**src/rtl/ttc_pkg.sv**
```systemverilog
package ttc_pkg;
  // register groups; address = group * (4 * timers) + 4 * timer
  localparam int NGRP    = 6;
  localparam int G_CLK   = 0;
  localparam int G_CTL   = 1;
  localparam int G_COUNT = 2;
  localparam int G_IVL   = 3;
  localparam int G_STS   = 4;
  localparam int G_IEN   = 5;
  // counter control bit positions
  localparam int CTL_STOP = 0;
  localparam int CTL_IVL  = 1;
  localparam int CTL_RST  = 4;
  localparam int CTL_WAVE = 5;
endpackage

```
**src/rtl/ttc_prescaler.sv**
```systemverilog
module ttc_prescaler #(
  parameter int PRE_W = 4
) (
  input  logic             clk,
  input  logic             rst_n,
  input  logic             run_i,
  input  logic             clear_i,
  input  logic             pre_en_i,
  input  logic [PRE_W-1:0] exp_i,
  output logic             tick_o
);
  localparam int DIV_W = 1 << PRE_W;

  logic [DIV_W-1:0] div_q, div_d, lim;
  logic             at_lim;

  always_comb begin
    for (int b = 0; b < DIV_W; b++) lim[b] = (PRE_W'(b) <= exp_i);
  end

  assign at_lim = (div_q >= lim);
  assign tick_o = run_i & (~pre_en_i | at_lim);

  always_comb begin
    div_d = div_q;
    if (clear_i)                div_d = '0;
    else if (run_i && pre_en_i) div_d = at_lim ? '0 : div_q + DIV_W'(1);
  end

  always_ff @(posedge clk or negedge rst_n) begin
    if (!rst_n) div_q <= '0;
    else        div_q <= div_d;
  end

  // with the prescaler on, two ticks can never be adjacent
  assert_tick_gap_R5: assert property (@(posedge clk) disable iff (!rst_n)
    ($past(tick_o) && $past(pre_en_i) && !$past(clear_i) && pre_en_i) |-> !tick_o);
endmodule

```
**src/rtl/ttc_channel.sv**
```systemverilog
module ttc_channel
  import ttc_pkg::*;
#(
  parameter int CNT_W = 16,
  parameter int PRE_W = 4
) (
  input  logic                       clk,
  input  logic                       rst_n,
  input  logic                       wr_clk_i,
  input  logic                       wr_ctl_i,
  input  logic                       wr_ivl_i,
  input  logic                       wr_sts_i,
  input  logic                       wr_ien_i,
  input  logic [CNT_W-1:0]           wdata_i,
  output logic [NGRP-1:0][CNT_W-1:0] regs_o,
  output logic                       irq_o
);
  logic             stop_q, imode_q, wave_q, pre_en_q, sts_q, ien_q;
  logic [PRE_W-1:0] exp_q;
  logic [CNT_W-1:0] cnt_q, cnt_d, ivl_q;
  logic             sts_d, evt, tick, rst_cmd, ack;

  assign rst_cmd = wr_ctl_i & wdata_i[CTL_RST];
  assign ack     = wr_sts_i & wdata_i[0];

  ttc_prescaler #(.PRE_W(PRE_W)) u_pre (
    .clk      (clk),
    .rst_n    (rst_n),
    .run_i    (~stop_q),
    .clear_i  (rst_cmd),
    .pre_en_i (pre_en_q),
    .exp_i    (exp_q),
    .tick_o   (tick)
  );

  // next state of count and event flag
  always_comb begin
    cnt_d = cnt_q;
    evt   = 1'b0;
    if (rst_cmd) begin
      cnt_d = '0;
    end else if (tick) begin
      if (imode_q && (cnt_q >= ivl_q)) begin
        cnt_d = '0;
        evt   = 1'b1;
      end else begin
        cnt_d = cnt_q + CNT_W'(1);
      end
    end
    sts_d = (sts_q & ~ack) | evt;
  end

  always_ff @(posedge clk or negedge rst_n) begin
    if (!rst_n) begin
      cnt_q <= '0;
      sts_q <= 1'b0;
    end else begin
      cnt_q <= cnt_d;
      sts_q <= sts_d;
    end
  end

  always_ff @(posedge clk or negedge rst_n) begin
    if (!rst_n) begin
      stop_q   <= 1'b1;
      imode_q  <= 1'b0;
      wave_q   <= 1'b0;
      pre_en_q <= 1'b0;
      exp_q    <= '0;
      ivl_q    <= '0;
      ien_q    <= 1'b0;
    end else begin
      if (wr_ctl_i) begin
        stop_q  <= wdata_i[CTL_STOP];
        imode_q <= wdata_i[CTL_IVL];
        wave_q  <= wdata_i[CTL_WAVE];
      end
      if (wr_clk_i) begin
        pre_en_q <= wdata_i[0];
        exp_q    <= wdata_i[PRE_W:1];
      end
      if (wr_ivl_i) ivl_q <= wdata_i;
      if (wr_ien_i) ien_q <= wdata_i[0];
    end
  end

  always_comb begin
    regs_o          = '0;
    regs_o[G_CLK]   = CNT_W'({exp_q, pre_en_q});
    regs_o[G_CTL]   = CNT_W'({wave_q, 3'b000, imode_q, stop_q});
    regs_o[G_COUNT] = cnt_q;
    regs_o[G_IVL]   = ivl_q;
    regs_o[G_STS]   = CNT_W'(sts_q);
    regs_o[G_IEN]   = CNT_W'(ien_q);
  end

  assign irq_o = sts_q & ien_q;

  assert_stop_hold_R2: assert property (@(posedge clk) disable iff (!rst_n)
    ($past(stop_q) && !$past(rst_cmd)) |-> $stable(cnt_q));

  assert_rst_zero_R3: assert property (@(posedge clk) disable iff (!rst_n)
    $past(rst_cmd) |-> (cnt_q == '0));

  assert_wrap_R4: assert property (@(posedge clk) disable iff (!rst_n)
    ($past(tick) && !$past(imode_q) && !$past(rst_cmd) && ($past(cnt_q) == '1))
      |-> ((cnt_q == '0) && !$rose(sts_q)));

  assert_evt_restart_R6: assert property (@(posedge clk) disable iff (!rst_n)
    $rose(sts_q) |-> (cnt_q == '0));

  assert_sticky_R7: assert property (@(posedge clk) disable iff (!rst_n)
    ($past(sts_q) && !$past(ack)) |-> sts_q);
endmodule

```
**src/rtl/triple_timer.sv**
```systemverilog
module triple_timer
  import ttc_pkg::*;
#(
  parameter int NUM_T  = 3,
  parameter int CNT_W  = 16,
  parameter int PRE_W  = 4,
  parameter int ADDR_W = 8
) (
  input  logic              clk,
  input  logic              rst_n,
  input  logic              bus_wr,
  input  logic [ADDR_W-1:0] bus_addr,
  input  logic [CNT_W-1:0]  bus_wdata,
  output logic [CNT_W-1:0]  bus_rdata,
  output logic [NUM_T-1:0]  irq
);
  localparam int GRP_STRIDE = 4 * NUM_T;

  function automatic logic [ADDR_W-1:0] reg_addr(input int g, input int t);
    return ADDR_W'(g * GRP_STRIDE + 4 * t);
  endfunction

  // reset: asserted at once, released on the clock
  logic rst_meta_n, rst_sync_n;
  always_ff @(posedge clk or negedge rst_n) begin
    if (!rst_n) begin
      rst_meta_n <= 1'b0;
      rst_sync_n <= 1'b0;
    end else begin
      rst_meta_n <= 1'b1;
      rst_sync_n <= rst_meta_n;
    end
  end

  logic [NGRP-1:0][CNT_W-1:0] regs [NUM_T];

  for (genvar t = 0; t < NUM_T; t++) begin : g_tmr
    logic wr_clk, wr_ctl, wr_ivl, wr_sts, wr_ien;
    assign wr_clk = bus_wr && (bus_addr == reg_addr(G_CLK, t));
    assign wr_ctl = bus_wr && (bus_addr == reg_addr(G_CTL, t));
    assign wr_ivl = bus_wr && (bus_addr == reg_addr(G_IVL, t));
    assign wr_sts = bus_wr && (bus_addr == reg_addr(G_STS, t));
    assign wr_ien = bus_wr && (bus_addr == reg_addr(G_IEN, t));

    ttc_channel #(.CNT_W(CNT_W), .PRE_W(PRE_W)) u_chan (
      .clk      (clk),
      .rst_n    (rst_sync_n),
      .wr_clk_i (wr_clk),
      .wr_ctl_i (wr_ctl),
      .wr_ivl_i (wr_ivl),
      .wr_sts_i (wr_sts),
      .wr_ien_i (wr_ien),
      .wdata_i  (bus_wdata),
      .regs_o   (regs[t]),
      .irq_o    (irq[t])
    );
  end

  always_comb begin
    bus_rdata = '0;
    for (int t = 0; t < NUM_T; t++)
      for (int g = 0; g < NGRP; g++)
        if (bus_addr == reg_addr(g, t)) bus_rdata = regs[t][g];
  end
endmodule

```
**config.mk**
```make
export PLATFORM = sky130hd
export DESIGN_NAME = triple_timer
export DESIGN_NICKNAME = d
export VERILOG_FILES = /design/src/rtl/ttc_pkg.sv /design/src/rtl/ttc_prescaler.sv /design/src/rtl/ttc_channel.sv /design/src/rtl/triple_timer.sv
export SDC_FILE = /design/constraint.sdc
export NUM_CORES = 1
export LEC_CHECK = 0
export CORE_ASPECT_RATIO = 1.4
export CORE_UTILIZATION = 45
export DETAILED_ROUTE_END_ITERATION = 12
export DONT_BUFFER_PORTS = 1
export PLACE_DENSITY = 0.71
export SYNTH_ARGS = -nofsm -noshare
export SYNTH_HDL_FRONTEND = slang
export SYNTH_SLANG_ARGS = --single-unit
```
**constraint.sdc**
```tcl
create_clock -name clk -period 10.4 [get_ports clk]
set_clock_uncertainty 0.2 [all_clocks]
set_input_delay 0.52 -clock clk [delete_from_list [all_inputs] [get_ports clk]]
set_output_delay 0.52 -clock clk [all_outputs]
set_load 0.02 [all_outputs]
```
After elaboration in Yosys (flattened, before gate mapping)
Index checks and enable logic that the tools add are counted.
Widths: inputs -> output; s select.
- add/subtract/negate cells: 6
- order comparisons: 54
- equal/unequal tests: 17
- muxes and demuxes: 45
- bitwise logic cells: 30
- reduce and logical (&&, ||, !) cells: 28
- operators with widths (cell ; number):
    $mux 16 ; 34
    $add 16x1->16 const B ; 6
    $ge 16x16->1 ; 6
    $le 4x4->1 const A ; 24
    $eq 8x6->1 const B ; 8
    $le 3x4->1 const A ; 12
    $eq 8x5->1 const B ; 4
    $le 1x4->1 const A ; 6
    $le 2x4->1 const A ; 6
    $logic_and 1x1->1 ; 21
    $eq 8x4->1 const B ; 2
    $eq 8x7->1 const B ; 2
    $and 1x1->1 ; 15
    $reduce_bool 2->1 ; 6
    $mux 1 ; 9
    $not 1->1 ; 9
    $eq 8x3->1 const B ; 1
    $logic_not 8->1 ; 1
    $mux 6 ; 1
    $or 1x1->1 ; 6
    $mux 5 ; 1
- register bits after elaboration: 176
- input bits: 27
- word-level logic and storage cells: 212

Depth between registers and ports, before layout
Gate-level depths: netlist (run 1).
- word-level depth: 19
- mapped depth: 13

Cells and area by module
Synthesis (run 1) repeated with hierarchy kept, for this count alone.
- cells, all modules: 1890
- area, all modules: 15801.4 um^2
- by module, submodules not included (module ; times used ; cells each ; area each (um^2)):
    ttc_channel ; 3 ; 287 ; 2650.0
    triple_timer ; 1 ; 525 ; 3523.4
    ttc_prescaler (g_tmr[1].u_chan.u_pre) ; 1 ; 170 ; 1491.4
    ttc_prescaler (g_tmr[2].u_chan.u_pre) ; 1 ; 165 ; 1433.9
    ttc_prescaler (g_tmr[0].u_chan.u_pre) ; 1 ; 169 ; 1402.6

Least setup slack after synthesis (run 1)
No wires, ideal clock.
- kind: reg-to-reg
- start: reg g_tmr[1].u_chan.exp_q[3]
- end: reg g_tmr[1].u_chan.cnt_q[14]
- library setup time: 0.078 ns
- data arrival time: 2.771 ns
- required time: 10.122 ns
- path slack: 7.351 ns
- cell stages (with the launch flop): 14
- buffers on the path: 4
- period minus slack after synthesis: 3.049 ns
- cell sequence: dfrtp_1 > clkbuf_1 > clkbuf_1 > o211ai_1 > ha_1 > a21oi_1 > nor2_1 > a2111oi_0 > o21a_1 > or2_2 > clkbuf_1 > clkbuf_1 > o21ai_0 > a21oi_1
- longest elaborated chain between the ends: 5
- elaborated cells between the ends (all ways): 20
- ends and longest elaborated chain (item ; RTL line ; source):
    start, declared ; ttc_channel.sv:19 ; logic [PRE_W-1:0] exp_q;
    start signal, assigned ; ttc_channel.sv:80 ; exp_q <= wdata_i[PRE_W:1];
    $le 1x4->1, or another cell as far along ; ttc_prescaler.sv:18 ; for (int b = 0; b < DIV_W; b++) lim[b] = (PRE_W'(b) <= exp_i);
    $ge 16x16->1 * ; ttc_prescaler.sv:21 ; assign at_lim = (div_q >= lim);
    $or 1x1->1 * ; ttc_prescaler.sv:22 ; assign tick_o = run_i & (~pre_en_i | at_lim);
    $and 1x1->1 * ; ttc_prescaler.sv:22 ;
    $reduce_bool 2->1 (no line) * ; - ;
    end signal, assigned ; ttc_channel.sv:58 ; cnt_q <= cnt_d;
    end, declared ; ttc_channel.sv:20 ; logic [CNT_W-1:0] cnt_q, cnt_d, ivl_q;
Every way passes the cells marked *; elsewhere a longest branch is shown, timed or not.
A chain may end at the register's enable or synchronous reset.

Worst setup path after layout (run 1)
- start: reg g_tmr[0].u_chan.exp_q[1]
- end: reg g_tmr[0].u_chan.cnt_q[9]
- longest elaborated chain between the ends: 5
- elaborated cells between the ends (all ways): 20
- ends and longest elaborated chain (item ; RTL line):
    start, declared ; ttc_channel.sv:19
    start signal, assigned ; ttc_channel.sv:80
    $le 1x4->1, or another cell as far along ; ttc_prescaler.sv:18
    $ge 16x16->1 * ; ttc_prescaler.sv:21
    $or 1x1->1 * ; ttc_prescaler.sv:22
    $and 1x1->1 * ; ttc_prescaler.sv:22
    $reduce_bool 2->1 (no line) * ; -
    end signal, assigned ; ttc_channel.sv:58
    end, declared ; ttc_channel.sv:20
Marks and branches as above.

==> impl_metrics.ini, run 1 <==
[grt]
antenna_found_initial = 0
top_usage_layer = met2
grt.met1_usage = 0.295
grtUsageMet2 = 0.476
grt_pass1_wl_mm = 54.6
grtUsageTotal = 0.262
grt.met3_usage = 0.0449
grt_max_degree = 70
gr-total-overflow = 0
grt_pass1_vias = 10100

[sta]
rsz0062_at_grt = no
worst_slew_pin_slew_ns = 1.21
setup_viol = 0
setup_ws_ns = 6.22
hold_violations = 0
setup_tns_ns = 0
layout_min_cycle_time_ns = 4.18
finalCritPeriodShare = 0.402
slew_headroom = 0.191
slew_violations = 0
max_freq_ghz = 0.239

[synthesis]
synth_edf_count = 0
synth_flop_cell = dfrtp_1
synth_nets = 1434
yosysTopAreaCell = dfrtp_1
synthCells = 1308
ys_async_sr_fraction = 1.00
ys_ff_latch = 176
ys_warn_count = 0
yosysTopAreaCellShare = 0.370
synth_area_um2 = 11700
synth_area_leaders = dfrtp_1 37%, ha_1 11%, mux2_2 6.9%
synth-seq-area-share = 0.377
yosysUniqueCellTypes = 66
syn_area_per_cell_um2 = 8.95

[layout]
fill_cells = 2320
syn_to_final_growth_pct = 6.89
diodes = 0
fin_nets = 1409
final_cells = 1615
drive_above_1_share = 0.102
postLayoutCellArea_um2 = 12500

[setup_path]
crit_cells = 10
end_kind = register
crit_buf_inv = 0
path_cells = and2_1 -> nand3_1 -> ha_1 -> nand4_1 -> a211oi_1 -> nand3_1 -> a21oi_1 -> nor2b_1 -> a22oi_1 -> nor2_1
crit_start = g_tmr[0].u_chan.exp_q[1]$_DFFE_PN0P_
r2r_cells = 10
crit_type = reg2reg
cp_common_cell = nand3_1
required_ns = 10.57
crit_path_max_fanout = 15
reg2reg_to = g_tmr[0].u_chan.cnt_q[9]$_DFFE_PN0P_
cpMaxStageDelayCell = a21oi_1
start_kind = register
cpPeakStageDelay_ns = 0.97
setup.worst_path.end = g_tmr[0].u_chan.cnt_q[9]$_DFFE_PN0P_
r2r_start = g_tmr[0].u_chan.exp_q[1]$_DFFE_PN0P_
crit_arrival_ns = 4.35
r2r_setup_slack_ns = 6.22
cp_top_family = simple AND/OR/NAND/NOR gates

[clocking]
cts_buffers = 17
path_clk_slew_ns = 0.07
cts_setup_buffers = 0
cts-root-buf = clkbuf_16
clk_latency_ns = 0.44
ctsLongestPathBuffers = 2
cts_tree = done
htreeDepth = 4
cts.sinks = 176

[pwr]
switching_share = 0.342
p_leak_nw = 5.41
powerDensity_nw_per_um2 = 162
power_frac_seq = 0.459
p_int_mw = 1.34
clkPwrFrac = 0.314
comb_power_share = 0.227
p_sw_mw = 0.695
total_power_mw = 2.03
ir_drop_mv = 0.113

[placement]
pre_cts_slack_ns = 6.32
numPortBuffers = 0
gp_congestion = 0.922
dpl_cell_area_um2 = 11900
dp.cells = 1582
dpl.hpwl_mm = 25.3

[die]
die_h_um = 193
coreArea_um2 = 25500
dieArea_um2 = 26700
start_util = 0.460
row_count = 69
dieWidth_um = 138
ios = 46

[outcome]
status = complete, but fails checks
failed_checks = design-rule violations

[route]
wirelength_mm = 34.0
via_per_inst = 6.43
drc = 2
dr.first_iter.drc_count = 877
ant_nets = 0
vias = 10400
first_pass_iters = 12
wl_per_cell_um = 21.1

[job]
maxCapViolations = 0

[hold_path]
hold_class = in2reg
registers in the layout (all words and copies together), names as in the netlist:
register / cells
g_tmr.u_chan.ien_q: 3
g_tmr.u_chan.exp_q: 12
g_tmr.u_chan.imode_q: 3
g_tmr.u_chan.sts_q: 3
g_tmr.u_chan.stop_q: 3
g_tmr.u_chan.pre_en_q: 3
g_tmr.u_chan.u_pre.div_q: 48
rst_meta_n: 1
g_tmr.u_chan.cnt_q: 48
rst_sync_n: 1
g_tmr.u_chan.ivl_q: 48
g_tmr.u_chan.wave_q: 3
layout by cell type, fill, tap and decap left out, drive strengths merged, types with 18 or more instances in the layout:
cell    netlist  final
o21ai       134    134
a222oi       21     21
nor3         36     36
and3         38     38
o31ai        18     18
ha           99     99
a31oi        29     29
a21oi        83     83
nor2         77     77
nand3        57     57
dfrtp       173    173
mux2         72     72
clkbuf       43     24
nor2b        18     18
nand2       126    126
inv          70     72
per-stage QoR:
step | hold slack [ns] | utilization
after global placement | 0.0245 | 0.469
after floorplan | 0.0244 | -
after detailed placement | 0.0245 | 0.469
after global routing | 0.00684 | 0.491
final | 0.0221 | 0.491
after CTS | 0.0131 | 0.491
worst min path at each step:
stage / depth (start not counted) / slack [ns] / end / from
after global routing: 1 / 0.007 / g_tmr[0].u_chan.ivl_q[6]$_DFFE_PN0P_ / bus_wdata[6]
after detailed placement: 0 / 0.02 / rst_meta_n$_DFF_PN0_ / rst_n
after global placement: 0 / 0.02 / rst_meta_n$_DFF_PN0_ / rst_n
final: 1 / 0.02 / g_tmr[0].u_chan.ivl_q[6]$_DFFE_PN0P_ / bus_wdata[6]
after CTS: 1 / 0.01 / g_tmr[0].u_chan.ivl_q[6]$_DFFE_PN0P_ / bus_wdata[6]
after floorplan: 0 / 0.02 / rst_meta_n$_DFF_PN0_ / rst_n
synth_stat cells (all sizes together), types with 9 or more instances:
library cell / count
buf: 13
a21o: 9
nand4: 11
a22o: 11
clkbuf: 43
ha: 99
o21ai: 134
nand2: 126
mux2: 72
a211oi: 12
o31ai: 18
nor2b: 18
and3: 38
nor4: 9
nand3b: 10
or3: 11
nand2b: 10
a21oi: 83
a222oi: 21
and2: 12
a31oi: 29
nor2: 77
inv: 70
nor3: 36
nand3: 57
o211ai: 13
dfrtp: 173
power groups by stage:
stage	Sequential, mW	Combinational (mW)	Clock, mW
final	0.932	0.461	0.639
after global routing	0.945	0.535	0.675
after CTS	0.928	0.462	0.645
after detailed placement	0.941	0.459	0
after global placement	0.939	0.439	0
after floorplan	0.880	0.363	0
final cells by class:
type	count	area [um2]	area share
Timing Repair Buffer	12	92.6	0.00740
Tap cell	319	399	0.0319
Multi-Input combinational cell	1006	6780	0.542
Sequential cell	176	4410	0.353
Inverter	70	263	0.0210
Clock buffer	24	482	0.0385
Clock inverter	8	81.3	0.00650
metal layers:
layer,vias up,share of wire
met4,0,0.045
li1,4821,-
met3,98,0.058
met1,5094,0.38
met2,372,0.52
met5,-,0
cells by family after synthesis:
family                   count (synthesis)  synth area share
AND/OR/NAND/NOR                        444             0.192
AO/OA/AOI/OAI                          382             0.205
flip-flops                             176             0.377
buffers and inverters                  126            0.0439
adder cells (fa/ha/maj)                 99             0.106
multiplexers                            79            0.0753
other                                    1          0.000320
XOR/XNOR                                 1          0.000748
timing repair:
item                                   CTS  global route
endpoints found under the hold margin    2             0
hold buffers                             1             0
resized for setup                        0             0
(Power assumes the default switching activity.)
==> run 2, diff against run 1 <==
- clock period: 10.4 -> 4 ns (I/O delays scaled with it)
==> run 2 against run 1 <==
The run still ends with design-rule violations left. Final cell count increased by 2.7%. Cell area increased by 3.1%. Global-route usage increased by 0.18 points. Critical path type unchanged.
==> impl_metrics.ini, run 2 (same netlist as run 1, synthesis figures left out) <==
[outcome]
status = complete, but fails checks
failed_checks = design-rule violations

[sta]
layout_min_cycle_time_ns = 3.28
max_freq_ghz = 0.305
setup_viol = 0
hold_violations = 0
finalCritPeriodShare = 0.819
slew_headroom = 0.196
whs_ns = 0.00198
slew_violations = 0
rsz0062_at_grt = no
setup_tns_ns = 0
worst_slew_pin_slew_ns = 1.19

[setup_path]
crit_type = reg2reg
crit_arrival_ns = 3.42
cp_common_cell = o21ai_0
cpMaxStageDelayCell = dfrtp_1
cp_top_family = simple AND/OR/NAND/NOR gates
crit_path_max_fanout = 17
path_cells = o21ai_0 -> and2_1 -> ha_1 -> o2111ai_1 -> nor2_1 -> a221oi_1 -> o21a_1 -> or3_1 -> or4_1 -> o21ai_0
start_kind = register
cpPeakStageDelay_ns = 0.70
required_ns = 4.15
end_kind = register
crit_buf_inv = 0

[pwr]
total_power_mw = 5.34
powerDensity_nw_per_um2 = 414
p_leak_nw = 5.60
ir_drop_mv = 0.288

[route]
wl_per_cell_um = 20.5
ant_nets = 0
vias = 10500
drc = 2
via_per_inst = 6.36
first_pass_iters = 9
dr.first_iter.drc_count = 957
wirelength_mm = 34.0

[layout]
fin_nets = 1453
final_common_cell = dfrtp_1
reg_top3 = g_tmr.u_chan.cnt_q x48, g_tmr.u_chan.ivl_q x48, g_tmr.u_chan.u_pre.div_q x48
syn_to_final_growth_pct = 10.2
layout_common_cells = 172 x dfrtp_1, 134 x o21ai_0, 126 x nand2_1
fill_cells = 2309
drive_above_1_share = 0.114

[die]
ios = 46
dieArea_um2 = 26700
coreArea_um2 = 25500
row_count = 69
die_h_um = 193
dieWidth_um = 138
start_util = 0.460

[clocking]
cts.sinks = 176
cts_resized = 0
path_clk_slew_ns = 0.06
ctsLongestPathBuffers = 2
htreeDepth = 4
clk_latency_ns = 0.44
cts_buffers = 17
cts-root-buf = clkbuf_16
cts_tree = done

[placement]
numPortBuffers = 0
gp_congestion = 0.954
dpl.hpwl_mm = 24.9

[grt]
grt_pass1_wl_mm = 55.5
grt_pass1_vias = 10500
grtUsageTotal = 0.264
antenna_found_initial = 2
gr-total-overflow = 0
grt_max_degree = 73

[hold_path]
hold_class = in2reg

[job]
maxCapViolations = 0
## run 2: cell count changes in the layout (fill, tap and decap cells not counted), sizes merged
cell	change
diode	+1
buf	+21
clkinv	+1
clkbuf	-3
clkinvlp	+2
dlygate4sd3	+23
inv	-2
## run 2: worst register-to-register path, stage by stage (launching register included)
cell	delay, ns
dfrtp_1	0.70
o21ai_0	0.18
and2_1	0.18
ha_1	0.27
o2111ai_1	0.10
nor2_1	0.13
a221oi_1	0.09
o21a_1	0.26
or3_1	0.48
or4_1	0.50
o21ai_0	0.10
## run 2: power breakdown
part           switching (mW)  internal (mW)
Combinational           0.727          0.613
Clock                   0.726          0.882
Sequential              0.381           2.01
Total                    1.83           3.51
## run 2: worst paths after layout
path | start | endpoint | slack, ns | cells after the start
hold / removal | bus_wdata[4] | g_tmr[2].u_chan.cnt_q[7]$_DFFE_PN0P_ | 0.002 | 3
setup reg to reg | g_tmr[1].u_chan.exp_q[3]$_DFFE_PN0P_ | g_tmr[1].u_chan.cnt_q[11]$_DFFE_PN0P_ | 0.72 | 10
hold reg to reg | rst_sync_n$_DFF_PN0_ | g_tmr[0].u_chan.ivl_q[10]$_DFFE_PN0P_ | 0.10 | 0
setup / recovery | g_tmr[1].u_chan.exp_q[3]$_DFFE_PN0P_ | g_tmr[1].u_chan.cnt_q[11]$_DFFE_PN0P_ | 0.72 | 10
max in group asynchronous | rst_sync_n$_DFF_PN0_ | g_tmr[0].u_chan.u_pre.div_q[9]$_DFFE_PN0P_ | 2.41 | 1
min in group asynchronous | rst_sync_n$_DFF_PN0_ | g_tmr[0].u_chan.ivl_q[10]$_DFFE_PN0P_ | 0.10 | 0
## run 2: final cells by class
class | instances | area [um2] | share of cell area
repair buffers | 56 | 493 | 0.0382
inverters | 70 | 263 | 0.0204
flip-flops and latches | 176 | 4410 | 0.342
clock inverters | 9 | 87.6 | 0.00679
diodes | 1 | 2.50 | 0.000194
clock buffers | 21 | 460 | 0.0357
well taps | 319 | 399 | 0.0309
multi-input cells | 1006 | 6780 | 0.526
## run 2: stage by stage
| step | worst slack (ns) | area, um2 | utilization | std cells |
|---|---|---|---|---|
| 6_report | 0.724 | 12900 | 0.507 | 1658 |
| 5_1_grt | 0.367 | 12900 | 0.507 | 1658 |
| 4_1_cts | 0.770 | 12900 | 0.506 | 1657 |
| 3_5_place_dp | 0.803 | 12100 | 0.475 | 1603 |
| 3_3_place_gp | 0.830 | 12100 | 0.475 | 1603 |
| 2_1_floorplan | 0.895 | 11700 | - | 1308 |
## run 2: metal layers
metal | share of wire | up-vias | track usage
li1 | - | 4913 | -
met5 | 0.00029 | - | 0
met4 | 0.048 | 2 | 0.150
met1 | 0.39 | 5136 | 0.296
met2 | 0.50 | 380 | 0.474
met3 | 0.058 | 108 | 0.0486
## run 2: repair_timing
item | in CTS | in global routing
endpoints found under the hold margin | 82 | 0
setup buffers | 0 | 0
hold buffers | 24 | 0
